### config.mk
export PLATFORM = sky130hd
export DESIGN_NAME = addr_watch_unit
export DESIGN_NICKNAME = d
export VERILOG_FILES = /design/src/rtl/wp_pkg.sv /design/src/rtl/wp_slot.sv /design/src/rtl/wp_irq_ctrl.sv /design/src/rtl/addr_watch_unit.sv
export SDC_FILE = /design/constraint.sdc
export NUM_CORES = 1
export LEC_CHECK = 0
export ABC_CLOCK_PERIOD_IN_PS = 15800
export BUFFER_PORTS_ARGS = -buffer_cell sky130_fd_sc_hd__buf_2
export CELL_PAD_IN_SITES_DETAIL_PLACEMENT = 2
export CELL_PAD_IN_SITES_GLOBAL_PLACEMENT = 2
export CORE_MARGIN = 5
export CORE_UTILIZATION = 38
export DETAILED_ROUTE_END_ITERATION = 12
export PLACE_DENSITY = 0.79
export SETUP_SLACK_MARGIN = 0.5
export SYNTH_ARGS = -nofsm -noshare
export SYNTH_HDL_FRONTEND = slang
export SYNTH_HIERARCHICAL = 1
export SYNTH_SLANG_ARGS = --single-unit
### constraint.sdc
create_clock -name clk -period 15.8 [get_ports clk]
set_clock_uncertainty 0.2 [all_clocks]
set_input_delay 3.16 -clock clk [delete_from_list [all_inputs] [get_ports clk]]
set_output_delay 3.16 -clock clk [all_outputs]
set_load 0.005 [all_outputs]
### src/rtl/wp_pkg.sv
package wp_pkg;
  localparam int NUM_WP   = 4;
  localparam int OFS_BITS = 4;

  typedef enum logic [OFS_BITS-1:0] {
    OFS_FIRST   = 4'd0,
    OFS_LAST    = 4'd1,
    OFS_OPMASK  = 4'd2,
    OFS_CLMASK  = 4'd3,
    OFS_CAP_CL  = 4'd4,
    OFS_CAP_AD  = 4'd5,
    OFS_CAP_OP  = 4'd6,
    OFS_CAP_1ST = 4'd7,
    OFS_CAP_SZ  = 4'd8,
    OFS_ACK     = 4'd9
  } wp_ofs_e;

  typedef enum logic [OFS_BITS-1:0] {
    GLB_MASK = 4'd0,
    GLB_RAW  = 4'd1,
    GLB_MST  = 4'd2,
    GLB_IACK = 4'd3
  } glb_ofs_e;

  localparam int OP_W = 2;
endpackage

### src/rtl/wp_slot.sv
module wp_slot
  import wp_pkg::*;
#(
  parameter int ADDR_W  = 32,
  parameter int DATA_W  = 32,
  parameter int CLIENTS = 16,
  parameter int SIZE_W  = 3,
  localparam int CID_W  = $clog2(CLIENTS)
) (
  input  logic                clk,
  input  logic                rst_n,
  input  logic                wr_en,
  input  logic [OFS_BITS-1:0] wr_ofs,
  input  logic [DATA_W-1:0]   wdata,
  input  logic [OFS_BITS-1:0] rd_ofs,
  output logic [DATA_W-1:0]   rd_data,
  input  logic                mon_valid,
  input  logic [ADDR_W-1:0]   mon_addr,
  input  logic [CID_W-1:0]    mon_client,
  input  logic [OP_W-1:0]     mon_op,
  input  logic [SIZE_W-1:0]   mon_size,
  output logic                hit,
  output logic                held,
  output logic [ADDR_W-1:0]   cap_addr
);
  logic [ADDR_W-1:0]  first_q, first_d, last_q, last_d;
  logic [OP_W-1:0]    opm_q, opm_d;
  logic [CLIENTS-1:0] clm_q, clm_d;
  logic               held_q, held_d;
  logic [ADDR_W-1:0]  cad_q, cad_d;
  logic [OP_W-1:0]    cop_q, cop_d;
  logic [CID_W-1:0]   c1st_q, c1st_d;
  logic [SIZE_W-1:0]  csz_q, csz_d;
  logic [CLIENTS-1:0] ccl_q, ccl_d;
  logic               ack, in_win, op_ok, cl_ok, take;
  logic [CLIENTS-1:0] cl_onehot;

  always_comb begin
    in_win    = (mon_addr >= first_q) && (mon_addr <= last_q);
    op_ok     = |(mon_op & opm_q);
    cl_ok     = clm_q[mon_client];
    hit       = mon_valid && in_win && op_ok && cl_ok;
    ack       = wr_en && (wr_ofs == OFS_ACK);
    take      = hit && (!held_q || ack);
    cl_onehot = CLIENTS'(1) << mon_client;
  end

  always_comb begin
    first_d = first_q;
    last_d  = last_q;
    opm_d   = opm_q;
    clm_d   = clm_q;
    if (wr_en) begin
      case (wr_ofs)
        OFS_FIRST:  first_d = wdata[ADDR_W-1:0];
        OFS_LAST:   last_d  = wdata[ADDR_W-1:0];
        OFS_OPMASK: opm_d   = wdata[OP_W-1:0];
        OFS_CLMASK: clm_d   = wdata[CLIENTS-1:0];
        default: ;
      endcase
    end
    held_d = held_q;
    ccl_d  = ccl_q;
    cad_d  = cad_q;
    cop_d  = cop_q;
    c1st_d = c1st_q;
    csz_d  = csz_q;
    if (ack) begin
      held_d = 1'b0;
      ccl_d  = '0;
    end
    if (hit) begin
      held_d = 1'b1;
      ccl_d  = ccl_d | cl_onehot;
    end
    if (take) begin
      cad_d  = mon_addr;
      cop_d  = mon_op;
      c1st_d = mon_client;
      csz_d  = mon_size;
    end
  end

  always_ff @(posedge clk or negedge rst_n) begin
    if (!rst_n) begin
      first_q <= '0;
      last_q  <= '0;
      opm_q   <= '0;
      clm_q   <= '0;
      held_q  <= 1'b0;
      ccl_q   <= '0;
      cad_q   <= '0;
      cop_q   <= '0;
      c1st_q  <= '0;
      csz_q   <= '0;
    end else begin
      first_q <= first_d;
      last_q  <= last_d;
      opm_q   <= opm_d;
      clm_q   <= clm_d;
      held_q  <= held_d;
      ccl_q   <= ccl_d;
      cad_q   <= cad_d;
      cop_q   <= cop_d;
      c1st_q  <= c1st_d;
      csz_q   <= csz_d;
    end
  end

  always_comb begin
    rd_data = '0;
    case (rd_ofs)
      OFS_FIRST:   rd_data = DATA_W'(first_q);
      OFS_LAST:    rd_data = DATA_W'(last_q);
      OFS_OPMASK:  rd_data = DATA_W'(opm_q);
      OFS_CLMASK:  rd_data = DATA_W'(clm_q);
      OFS_CAP_CL:  rd_data = DATA_W'(ccl_q);
      OFS_CAP_AD:  rd_data = DATA_W'(cad_q);
      OFS_CAP_OP:  rd_data = DATA_W'(cop_q);
      OFS_CAP_1ST: rd_data = DATA_W'(c1st_q);
      OFS_CAP_SZ:  rd_data = DATA_W'(csz_q);
      default:     rd_data = '0;
    endcase
  end

  assign held     = held_q;
  assign cap_addr = cad_q;
endmodule

### src/rtl/wp_irq_ctrl.sv
module wp_irq_ctrl #(
  parameter int N = 4
) (
  input  logic         clk,
  input  logic         rst_n,
  input  logic [N-1:0] hit,
  input  logic         mask_we,
  input  logic         iack_we,
  input  logic [N-1:0] wdata,
  output logic [N-1:0] mask,
  output logic [N-1:0] pend,
  output logic         irq
);
  logic [N-1:0] mask_q, mask_d, pend_q, pend_d, clr;

  always_comb begin
    clr    = iack_we ? wdata : '0;
    pend_d = (pend_q & ~clr) | hit;
    mask_d = mask_we ? wdata : mask_q;
  end

  always_ff @(posedge clk or negedge rst_n) begin
    if (!rst_n) begin
      mask_q <= '0;
      pend_q <= '0;
    end else begin
      mask_q <= mask_d;
      pend_q <= pend_d;
    end
  end

  assign mask = mask_q;
  assign pend = pend_q;
  assign irq  = |(pend_q & mask_q);
endmodule

### src/rtl/addr_watch_unit.sv
module addr_watch_unit
  import wp_pkg::*;
#(
  parameter int ADDR_W  = 32,
  parameter int DATA_W  = 32,
  parameter int CLIENTS = 16,
  parameter int SIZE_W  = 3,
  localparam int CID_W  = $clog2(CLIENTS),
  localparam int SEL_W  = $clog2(NUM_WP),
  localparam int REG_AW = 1 + SEL_W + OFS_BITS
) (
  input  logic              clk,
  input  logic              rst_n,
  input  logic              reg_wr,
  input  logic [REG_AW-1:0] reg_addr,
  input  logic [DATA_W-1:0] reg_wdata,
  output logic [DATA_W-1:0] reg_rdata,
  input  logic              mon_valid,
  input  logic [ADDR_W-1:0] mon_addr,
  input  logic [CID_W-1:0]  mon_client,
  input  logic [OP_W-1:0]   mon_op,
  input  logic [SIZE_W-1:0] mon_size,
  output logic              irq
);
  logic                rst_s0, rst_sync_n;
  logic                is_glb;
  logic [SEL_W-1:0]    sel;
  logic [OFS_BITS-1:0] ofs;
  logic [NUM_WP-1:0]   slot_we, hit, held, mask, pend;
  logic [DATA_W-1:0]   slot_rd [NUM_WP];
  logic [NUM_WP*ADDR_W-1:0] cap_addr_flat;
  logic                mask_we, iack_we;

  always_ff @(posedge clk or negedge rst_n) begin
    if (!rst_n) begin
      rst_s0     <= 1'b0;
      rst_sync_n <= 1'b0;
    end else begin
      rst_s0     <= 1'b1;
      rst_sync_n <= rst_s0;
    end
  end

  always_comb begin
    is_glb  = reg_addr[REG_AW-1];
    sel     = reg_addr[OFS_BITS +: SEL_W];
    ofs     = reg_addr[OFS_BITS-1:0];
    mask_we = reg_wr && is_glb && (sel == '0) && (ofs == GLB_MASK);
    iack_we = reg_wr && is_glb && (sel == '0) && (ofs == GLB_IACK);
    for (int i = 0; i < NUM_WP; i++)
      slot_we[i] = reg_wr && !is_glb && (sel == SEL_W'(i));
  end

  for (genvar g = 0; g < NUM_WP; g++) begin : g_slot
    wp_slot #(
      .ADDR_W(ADDR_W), .DATA_W(DATA_W), .CLIENTS(CLIENTS), .SIZE_W(SIZE_W)
    ) i_slot (
      .clk        (clk),
      .rst_n      (rst_sync_n),
      .wr_en      (slot_we[g]),
      .wr_ofs     (ofs),
      .wdata      (reg_wdata),
      .rd_ofs     (ofs),
      .rd_data    (slot_rd[g]),
      .mon_valid  (mon_valid),
      .mon_addr   (mon_addr),
      .mon_client (mon_client),
      .mon_op     (mon_op),
      .mon_size   (mon_size),
      .hit        (hit[g]),
      .held       (held[g]),
      .cap_addr   (cap_addr_flat[g*ADDR_W +: ADDR_W])
    );
  end

  wp_irq_ctrl #(.N(NUM_WP)) i_irq (
    .clk     (clk),
    .rst_n   (rst_sync_n),
    .hit     (hit),
    .mask_we (mask_we),
    .iack_we (iack_we),
    .wdata   (reg_wdata[NUM_WP-1:0]),
    .mask    (mask),
    .pend    (pend),
    .irq     (irq)
  );

  always_comb begin
    reg_rdata = '0;
    if (!is_glb) begin
      reg_rdata = slot_rd[sel];
    end else if (sel == '0) begin
      case (ofs)
        GLB_MASK: reg_rdata = DATA_W'(mask);
        GLB_RAW:  reg_rdata = DATA_W'(pend);
        GLB_MST:  reg_rdata = DATA_W'(pend & mask);
        default:  reg_rdata = '0;
      endcase
    end
  end
endmodule

### After elaboration in Yosys (flattened, before gate mapping)

Cells that the tools add are included.

| storage, ports and cells | value |
|---|---|
| register bits | 570 |
| input port bits | 84 |
| word-level logic and storage cells | 185 |

| cells by class | value |
|---|---|
| magnitude comparators | 10 |
| equality and inequality tests | 12 |
| shifts and indexed selects | 1 |
| multiplexer cells | 35 |
| bitwise gates (word level) | 14 |
| reductions and logical operators | 69 |

Operator list:

| kind | count |
|---|---|
| case mux 32 bit (9 select lines) | 4 |
| greater-or-equal comparator 32 bit | 4 |
| <= comparator 32 bit | 4 |
| 2-to-1 mux 16 bit | 8 |
| 2-to-1 mux 32 bit | 3 |
| binary-select mux 32 bit (select 2 bit) | 1 |
| bitwise OR 16 bit | 4 |
| logical AND 1 bit | 33 |
| AND reduction 2 bit | 16 |
| binary-select mux 1 bit (select 4 bit) | 4 |
| == test 4 x 3 -> 1 bit (second input constant) | 4 |
| << shifter 1 x 4 -> 16 bit (first input constant) | 1 |
| bitwise AND 4 bit | 3 |
| 2-to-1 mux 1 bit | 12 |
| case mux 4 bit (3 select lines) | 1 |
| bitwise AND 2 bit | 4 |
| == test 4 x 2 -> 1 bit (second input constant) | 2 |
| == test 4 bit (second input constant) | 2 |
| 2-to-1 mux 4 bit | 2 |
| nonzero test 2 bit | 4 |
| OR reduction 2 bit | 4 |
| logical NOT 1 bit | 5 |
| less-than comparator 4 x 5 -> 1 bit (second input constant) | 1 |
| == test 2 bit (second input constant) | 2 |
| 10 further kinds | 13 |

### Depth between registers and ports, before layout

Gate-level depths: netlist of run 1.

| depth | value |
|---|---|
| word-level depth | 7 |
| gate-level depth with buffers | 10 |

### Cells and area by module

The synthesis of run 1 kept the hierarchy.

Modules (own cells, without submodules):

| module | instances | cells each | area each (µm²) | seq. area each (µm²) |
|---|---|---|---|---|
| wp_slot at g_slot[0].i_slot ... | 3 | 713 | 7770.0 | 3503.4 |
| wp_slot at g_slot[3].i_slot | 1 | 716 | 7781.2 | 3503.4 |
| addr_watch_unit | 1 | 114 | 1246.2 | 50.0 |
| wp_irq_ctrl | 1 | 23 | 309.0 | 200.2 |

### Worst setup path after synthesis of run 1

No wires, ideal clock.

| timing | value |
|---|---|
| kind | input port to output port |
| start | in reg_addr[3] |
| end | out reg_rdata[10] |
| arrival | 4.858 ns |
| required time | 12.440 ns |
| path slack | 7.582 ns |
| stages on the path | 9 |
| buffers on the path | 2 |
| path through | clkbuf_1 inv_1 nand2_1 nor3_1 clkbuf_1 a222oi_1 nand2_1 mux4_2 nor2b_1 |

RTL lines:

| element | line | text |
|---|---|---|
| start: declaration | addr_watch_unit.sv:15 | `input logic [REG_AW-1:0] reg_addr,` |
| end: declaration | addr_watch_unit.sv:17 | `output logic [DATA_W-1:0] reg_rdata,` |

==> results of run 1 <==
==> registers in the layout, summed over array words and instances, names as in the netlist, 4 cells and up <==
signal,count
g_slot.i_slot/c1st_q,16
g_slot.i_slot/cap_addr,128
g_slot.i_slot/ccl_q,64
g_slot.i_slot/clm_q,64
g_slot.i_slot/cop_q,8
g_slot.i_slot/csz_q,12
g_slot.i_slot/first_q,128
g_slot.i_slot/held,4
g_slot.i_slot/last_q,128
g_slot.i_slot/opm_q,8
i_irq/mask,4
i_irq/pend,4
==> layout by cell type, fill, tap and decap left out, types with 47 or more instances in the layout <==
cell type,Yosys,final
a21oi_1,89,89
a222oi_1,112,112
a22oi_1,66,66
a32o_1,64,64
buf_2,13,117
buf_4,1,51
clkbuf_16,0,70
dfrtp_1,570,569
ha_1,256,256
inv_1,329,329
mux2_1,47,47
mux2_2,328,328
nand2_1,274,274
nor2_1,52,48
nor2b_1,59,59
o21ai_0,169,169
==> worst paths after layout <==
kind	start	endpoint	slack [ps]	cells past startpoint
worst min register to register	rst_s0	rst_sync_n	150	0
max in group asynchronous	rst_sync_n	g_slot[0].i_slot/csz_q[1]	12770	2
worst max-delay path	reg_addr[1]	reg_rdata[13]	6070	9
worst max register to register	g_slot[2].i_slot/last_q[31]	g_slot[2].i_slot/c1st_q[0]	10740	10
min in group asynchronous	rst_sync_n	g_slot[0].i_slot/first_q[16]	220	0
worst min-delay path	rst_s0	rst_sync_n	150	0
==> report_power, final <==
part           total, mW  leakage, nW  internal (mW)  switching (mW)
Sequential          1.66         7.36           1.56           0.102
Clock               1.64         1.09          0.964           0.672
Combinational      0.584         9.33          0.208           0.377
Total               3.88         17.8           2.73            1.15
==> layer usage <==
metal,vias up,wire (um),share of wire
li1,11200,-,-
met1,14300,52400,0.37
met2,1311,69600,0.50
met3,465,7620,0.055
met4,4,10200,0.073
met5,-,28,0.00020
==> cells in the mapped netlist, types with 59 or more instances <==
| master | number |
|---|---|
| inv_1 | 329 |
| a22oi_1 | 66 |
| a32o_1 | 64 |
| dfrtp_1 | 570 |
| a222oi_1 | 112 |
| o21ai_0 | 169 |
| ha_1 | 256 |
| nand2_1 | 274 |
| clkbuf_1 | 103 |
| a21oi_1 | 89 |
| nor2b_1 | 59 |
| mux2_2 | 328 |
==> worst max-delay path, cell delays in order <==
cell and delay (ps):
buf_2 240, buf_4 710, nor4_2 140, buf_4 310
a222oi_1 670, nand2_1 120, mux4_2 580, nor2b_1 170
buf_2 160
==> layout make-up <==
class                           instances  area (um^2)
Multi-Input combinational cell       1941        16500
Inverter                              329         1230
Fill cell                            8790        48600
Clock buffer                          101         1980
Sequential cell                       570        14300
Antenna cell                            1         2.50
Timing Repair Buffer                  169          988
Clock inverter                         16          256
Tap cell                             1144         1430
==> stage by stage <==
stage	cell area [um^2]	utilization	hold slack (ps)	worst slack, ps
floorplan	32600	-	131	6330
global placement	34400	0.404	139	6310
detailed placement	34400	0.404	139	6180
CTS	36700	0.430	152	6160
global route	36700	0.430	164	5980
finish	36700	0.430	149	6070
==> cells by family after synthesis <==
| family | Yosys count | share of synthesized area |
|---|---|---|
| other | 1 | 0.000115 |
| adders and majority gates | 256 | 0.0981 |
| and+or+nand+nor | 569 | 0.0852 |
| muxes | 447 | 0.167 |
| DFF | 570 | 0.437 |
| buffers and inverters | 481 | 0.0610 |
| AOI/OAI and AO/OA | 668 | 0.152 |
==> summary.txt, run 1 <==
outcome: completed
post-synthesis net count: 3332
kind of end point of the critical path: output port
IR drop worst, VDD: 78.3 uV
post-synth top area cell: dfrtp_1
fraction of layout instances using a drive strength above 1: 0.216
power consumption: 3.88 mW
number of buffers on the longest clock path: 3
final weighted congestion in routability-driven placement: 0.906
placeable core region: 85300 um^2
count of endpoints failing setup in the final report: 0
number of antenna violations at the first check in global routing: 8
Required @ worst endpoint: 12440 ps
synth top area cells: dfrtp_1 44%, mux2_2 11%, ha_1 9.8%
maximum frequency from static timing analysis: 103 MHz
gr usage total: 0.301
post-synthesis register bit count: 570
average size of a mapped cell: 10.9 um^2
Root Buffer: clkbuf_16
Boundary Pins: 117
1st-iter DRT viols: 2623
max-cap violations: 0
horizontal die dimension: 303 um
setup total negative slack: 0 ps
clock buffers created by TritonCTS: 69
netlist area before placement: 32600 um^2
clock sink count: 570
area enclosed by the die boundary: 91900 um^2
area share of the largest cell type after synthesis: 0.437
Worst-Skew Late Latency: 640 ps
non-filler cells in the finished layout: 4271
global-route congestion overflow total: 0
Static Leakage: 17.8 nW
headroom to the max-slew limit: 0.0565
count of vias placed by the detailed router: 27300
count of input and output buffers: 116
Clock transition at path regs: 50 ps
period utilization: 0.616
RSZ-0062 raised after global routing: no
arrival time worst endpoint: 6370 ps
vias in the first global route: 30700
Rows: 107
sequential-to-total area share from yosys stat: 0.437
flip-flop cell with the highest count after synthesis: dfrtp_1
category of the critical setup timing path: in -> out
# hold bufs at CTS: 0
total number of yosys warnings: 6
Final Hold Vio Count: 0
CTS tree: built
Total Nets Final: 3420
slew at the pin closest to its max-slew limit: 1410 ps
cts repair resizes: 0
global route hottest layer: met2
Final Critical Period: 9730 ps
via-per-instance ratio: 6.39
power per cell area: 106 nW/um^2
number of pins exceeding their max-slew limit in the final report: 0
Routed WL per cell: 32.7 um
maximum number of pins on one net before global-route repair: 182
EDFF count, synth: 0
Final Routed Wirelength: 140 mm
total DRC errors in the routed layout: 0
post-synthesis instance total: 2992
GRT met1 Usage: 0.352
Worst Path Max Fanout: 76
kind of start point of the critical path: input port
library cells used by synthesis: 60
global-route wire length before repair: 207 mm
async set or reset register ratio after synthesis: 1.00
cell count after placement: 4153
Starting Density: 0.383
drt first pass iters: 10
Post CTS Setup Buffer Count: 0
worst min-delay path class: reg -> reg
synthesis-to-layout area growth: 12.4%
die extent in y: 303 um
met3 Use GR: 0.0384
H-tree depth: 3
half-perimeter wire length after detailed placement: 97.2 mm
GR Util met2: 0.527
post-route antenna net violation count: 0
Note: power is estimated with default switching activity, not from simulation.
==> run 2, diff against run 1 <==
Settings changed: ABC_CLOCK_PERIOD_IN_PS 15800 to 9900, CORE_UTILIZATION 38 to 43, PLACE_DENSITY 0.79 to 0.84.
Clock period 15.8 ns to 9.9 ns, I/O delays scaled along.
==> summary.txt, run 2 (synthesized netlist as in run 1, its figures left out) <==
Multi-input gate area: 16500 um^2 (about the same)
CTS tree: built
RSZ-0062 raised after global routing: no
Final Routed Wirelength: 145 mm (+3.4%)
outcome: completed
drt first pass iters: 11 (+1)
Worst Path Max Fanout: 33 (-57%)
setup total negative slack: 0 ps (unchanged)
fraction of layout instances using a drive strength above 1: 0.218 (+0.00214)
Final Critical Period: 7630 ps
global-route congestion overflow total: 0 (unchanged)
Post CTS Setup Buffer Count: 0 (unchanged)
worst min-delay path class: reg -> reg
Final Hold Vio Count: 0 (unchanged)
count of endpoints failing setup in the final report: 0 (unchanged)
Worst-Skew Late Latency: 620 ps (-20 ps)
synthesis-to-layout area growth: 12.1%
number of antenna violations at the first check in global routing: 10 (+2)
commonest non-fill, non-tap cell in the layout: dfrtp_1
Starting Density: 0.432 (+0.0492)
area enclosed by the die boundary: 81500 um^2 (-11%)
most used cell, CP: buf_2
Clock transition at path regs: 50 ps (about the same)
power consumption: 6.30 mW (+62%)
Worst R2R Start: g_slot[2].i_slot/last_q[28]
H-tree depth: 3 (unchanged)
via-per-instance ratio: 6.82 (+6.7%)
die extent in y: 286 um (-5.8%)
cell count after placement: 3990 (-3.9%)
Layout fillers: 7512 (-15%)
vias in the first global route: 31700 (+3.4%)
most frequent cells in the layout: 569 x dfrtp_1, 329 x inv_1, 328 x mux2_2, 274 x nand2_1, 256 x ha_1
source of the worst hold timing path: rst_s0
final weighted congestion in routability-driven placement: 0.882 (-2.6%)
half-perimeter wire length after detailed placement: 93.9 mm (-3.4%)
post-route antenna net violation count: 0 (unchanged)
dpl cell area: 34300 um^2 (-0.50%)
non-filler cells in the finished layout: 4115 (-3.7%)
Rows: 101 (-5.6%)
Total Nets Final: 3423 (+0.088%)
maximum number of pins on one net before global-route repair: 164 (-9.9%)
Boundary Pins: 117 (unchanged)
count of input and output buffers: 116 (unchanged)
number of buffers on the longest clock path: 3 (unchanged)
cells along the critical path: buf_2 -> nand2b_1 -> nor3_2 -> buf_4 -> a22oi_1 -> nand2_1 -> mux4_2 -> nor2b_1 -> buf_2
number of pins exceeding their max-slew limit in the final report: 0 (unchanged)
clock buffers created by TritonCTS: 68 (-1.4%)
Routed WL per cell: 35.1 um (+7.3%)
power per cell area: 172 nW/um^2 (+63%)
placeable core region: 75600 um^2 (-11%)
sink of the worst hold path: rst_sync_n
category of the critical setup timing path: in -> out
slew at the pin closest to its max-slew limit: 1230 ps (-173 ps)
Required @ worst endpoint: 7720 ps (-4720 ps)
final design area excluding fillers: 36600 um^2 (-0.21%)
worst reg2reg endpoint: g_slot[2].i_slot/cap_addr[5]
minimum setup slack among reg-to-reg paths: 4930 ps (-5810 ps)
cts repair resizes: 0 (unchanged)
arrival time worst endpoint: 5450 ps (-920 ps)
FF-to-FF path depth: 10 (unchanged)
max-cap violations: 0 (unchanged)
maximum frequency from static timing analysis: 131 MHz
IR drop worst, VDD: 120 uV (+54%)
Static Leakage: 17.9 nW (+0.38%)
horizontal die dimension: 286 um (-5.8%)
cell type group with the largest total delay on the critical path: simple AND/OR/NAND/NOR gates
total DRC errors in the routed layout: 0 (unchanged)
count of vias placed by the detailed router: 28000 (+2.8%)
headroom to the max-slew limit: 0.175 (+0.119)
clock sink count: 570 (unchanged)
Layout Utilization: 0.484 (+0.0542)
# hold bufs at CTS: 0 (unchanged)
cell depth of the worst min-delay path: 0 (unchanged)
CP peak stage delay: 740 ps (+30 ps)
count of buffering cells on the critical path with inverters included: 3 (-1)
kind of start point of the critical path: input port
Reg area: 14300 um^2 (unchanged)
period utilization: 0.770
Slowest cell on crit path: nor3_2
gr usage total: 0.345 (+0.0446)
Root Buffer: clkbuf_16
global-route wire length before repair: 213 mm (+3.1%)
1st-iter DRT viols: 2797 (+6.6%)
kind of end point of the critical path: output port
==> run 2: how the worst max path moves through the flow <==
stage	start	to	slack (ps)	depth (start not counted)
global route	reg_addr[0]	reg_rdata[11]	2230	9
global placement	reg_addr[0]	reg_rdata[11]	2660	9
floorplan	reg_addr[3]	reg_rdata[10]	4040	9
CTS	reg_addr[0]	reg_rdata[11]	2420	9
finish	reg_addr[0]	reg_rdata[11]	2270	9
detailed placement	reg_addr[0]	reg_rdata[11]	2520	9
==> run 2: area by class of cell <==
type,instances,area share
Tap cell,978,0.0334
Clock buffer,105,0.0570
Antenna cell,5,0.000342
Multi-Input combinational cell,1941,0.452
Timing Repair Buffer,173,0.0280
Inverter,329,0.0337
Sequential cell,570,0.390
Clock inverter,14,0.00602
==> run 2: worst reg2reg max path, stage by stage (launching register included) <==
cell and delay, ps:
dfrtp_1 410, inv_1 90, ha_1 300, nand4_1 230, nor4_1 870, nand3_1 410
o311ai_0 370, o211ai_1 380, a2111oi_4 420, buf_4 720, mux2_2 450
==> run 2: where the power goes <==
group	switching (mW)	internal, mW	total [mW]
sequential	0.147	2.49	2.63
combinational	0.641	0.341	0.981
clock	1.08	1.60	2.68
==> run 2: per-layer routing <==
layer | vias up | GRT usage | routed length [um] | share of wire
met2 | 1523 | 0.591 | 70200 | 0.49
met1 | 14700 | 0.395 | 52300 | 0.36
met5 | - | 0 | 23 | 0.00016
met3 | 657 | 0.0551 | 9630 | 0.067
li1 | 11200 | - | - | -
met4 | 4 | 0.242 | 12400 | 0.086
==> run 2: metrics by stage <==
step	worst slack [ps]	hold WS, ps
after detailed placement	2520	139
final	2270	149
after CTS	2420	152
after global routing	2230	154
after floorplan	4040	131
after global placement	2660	136
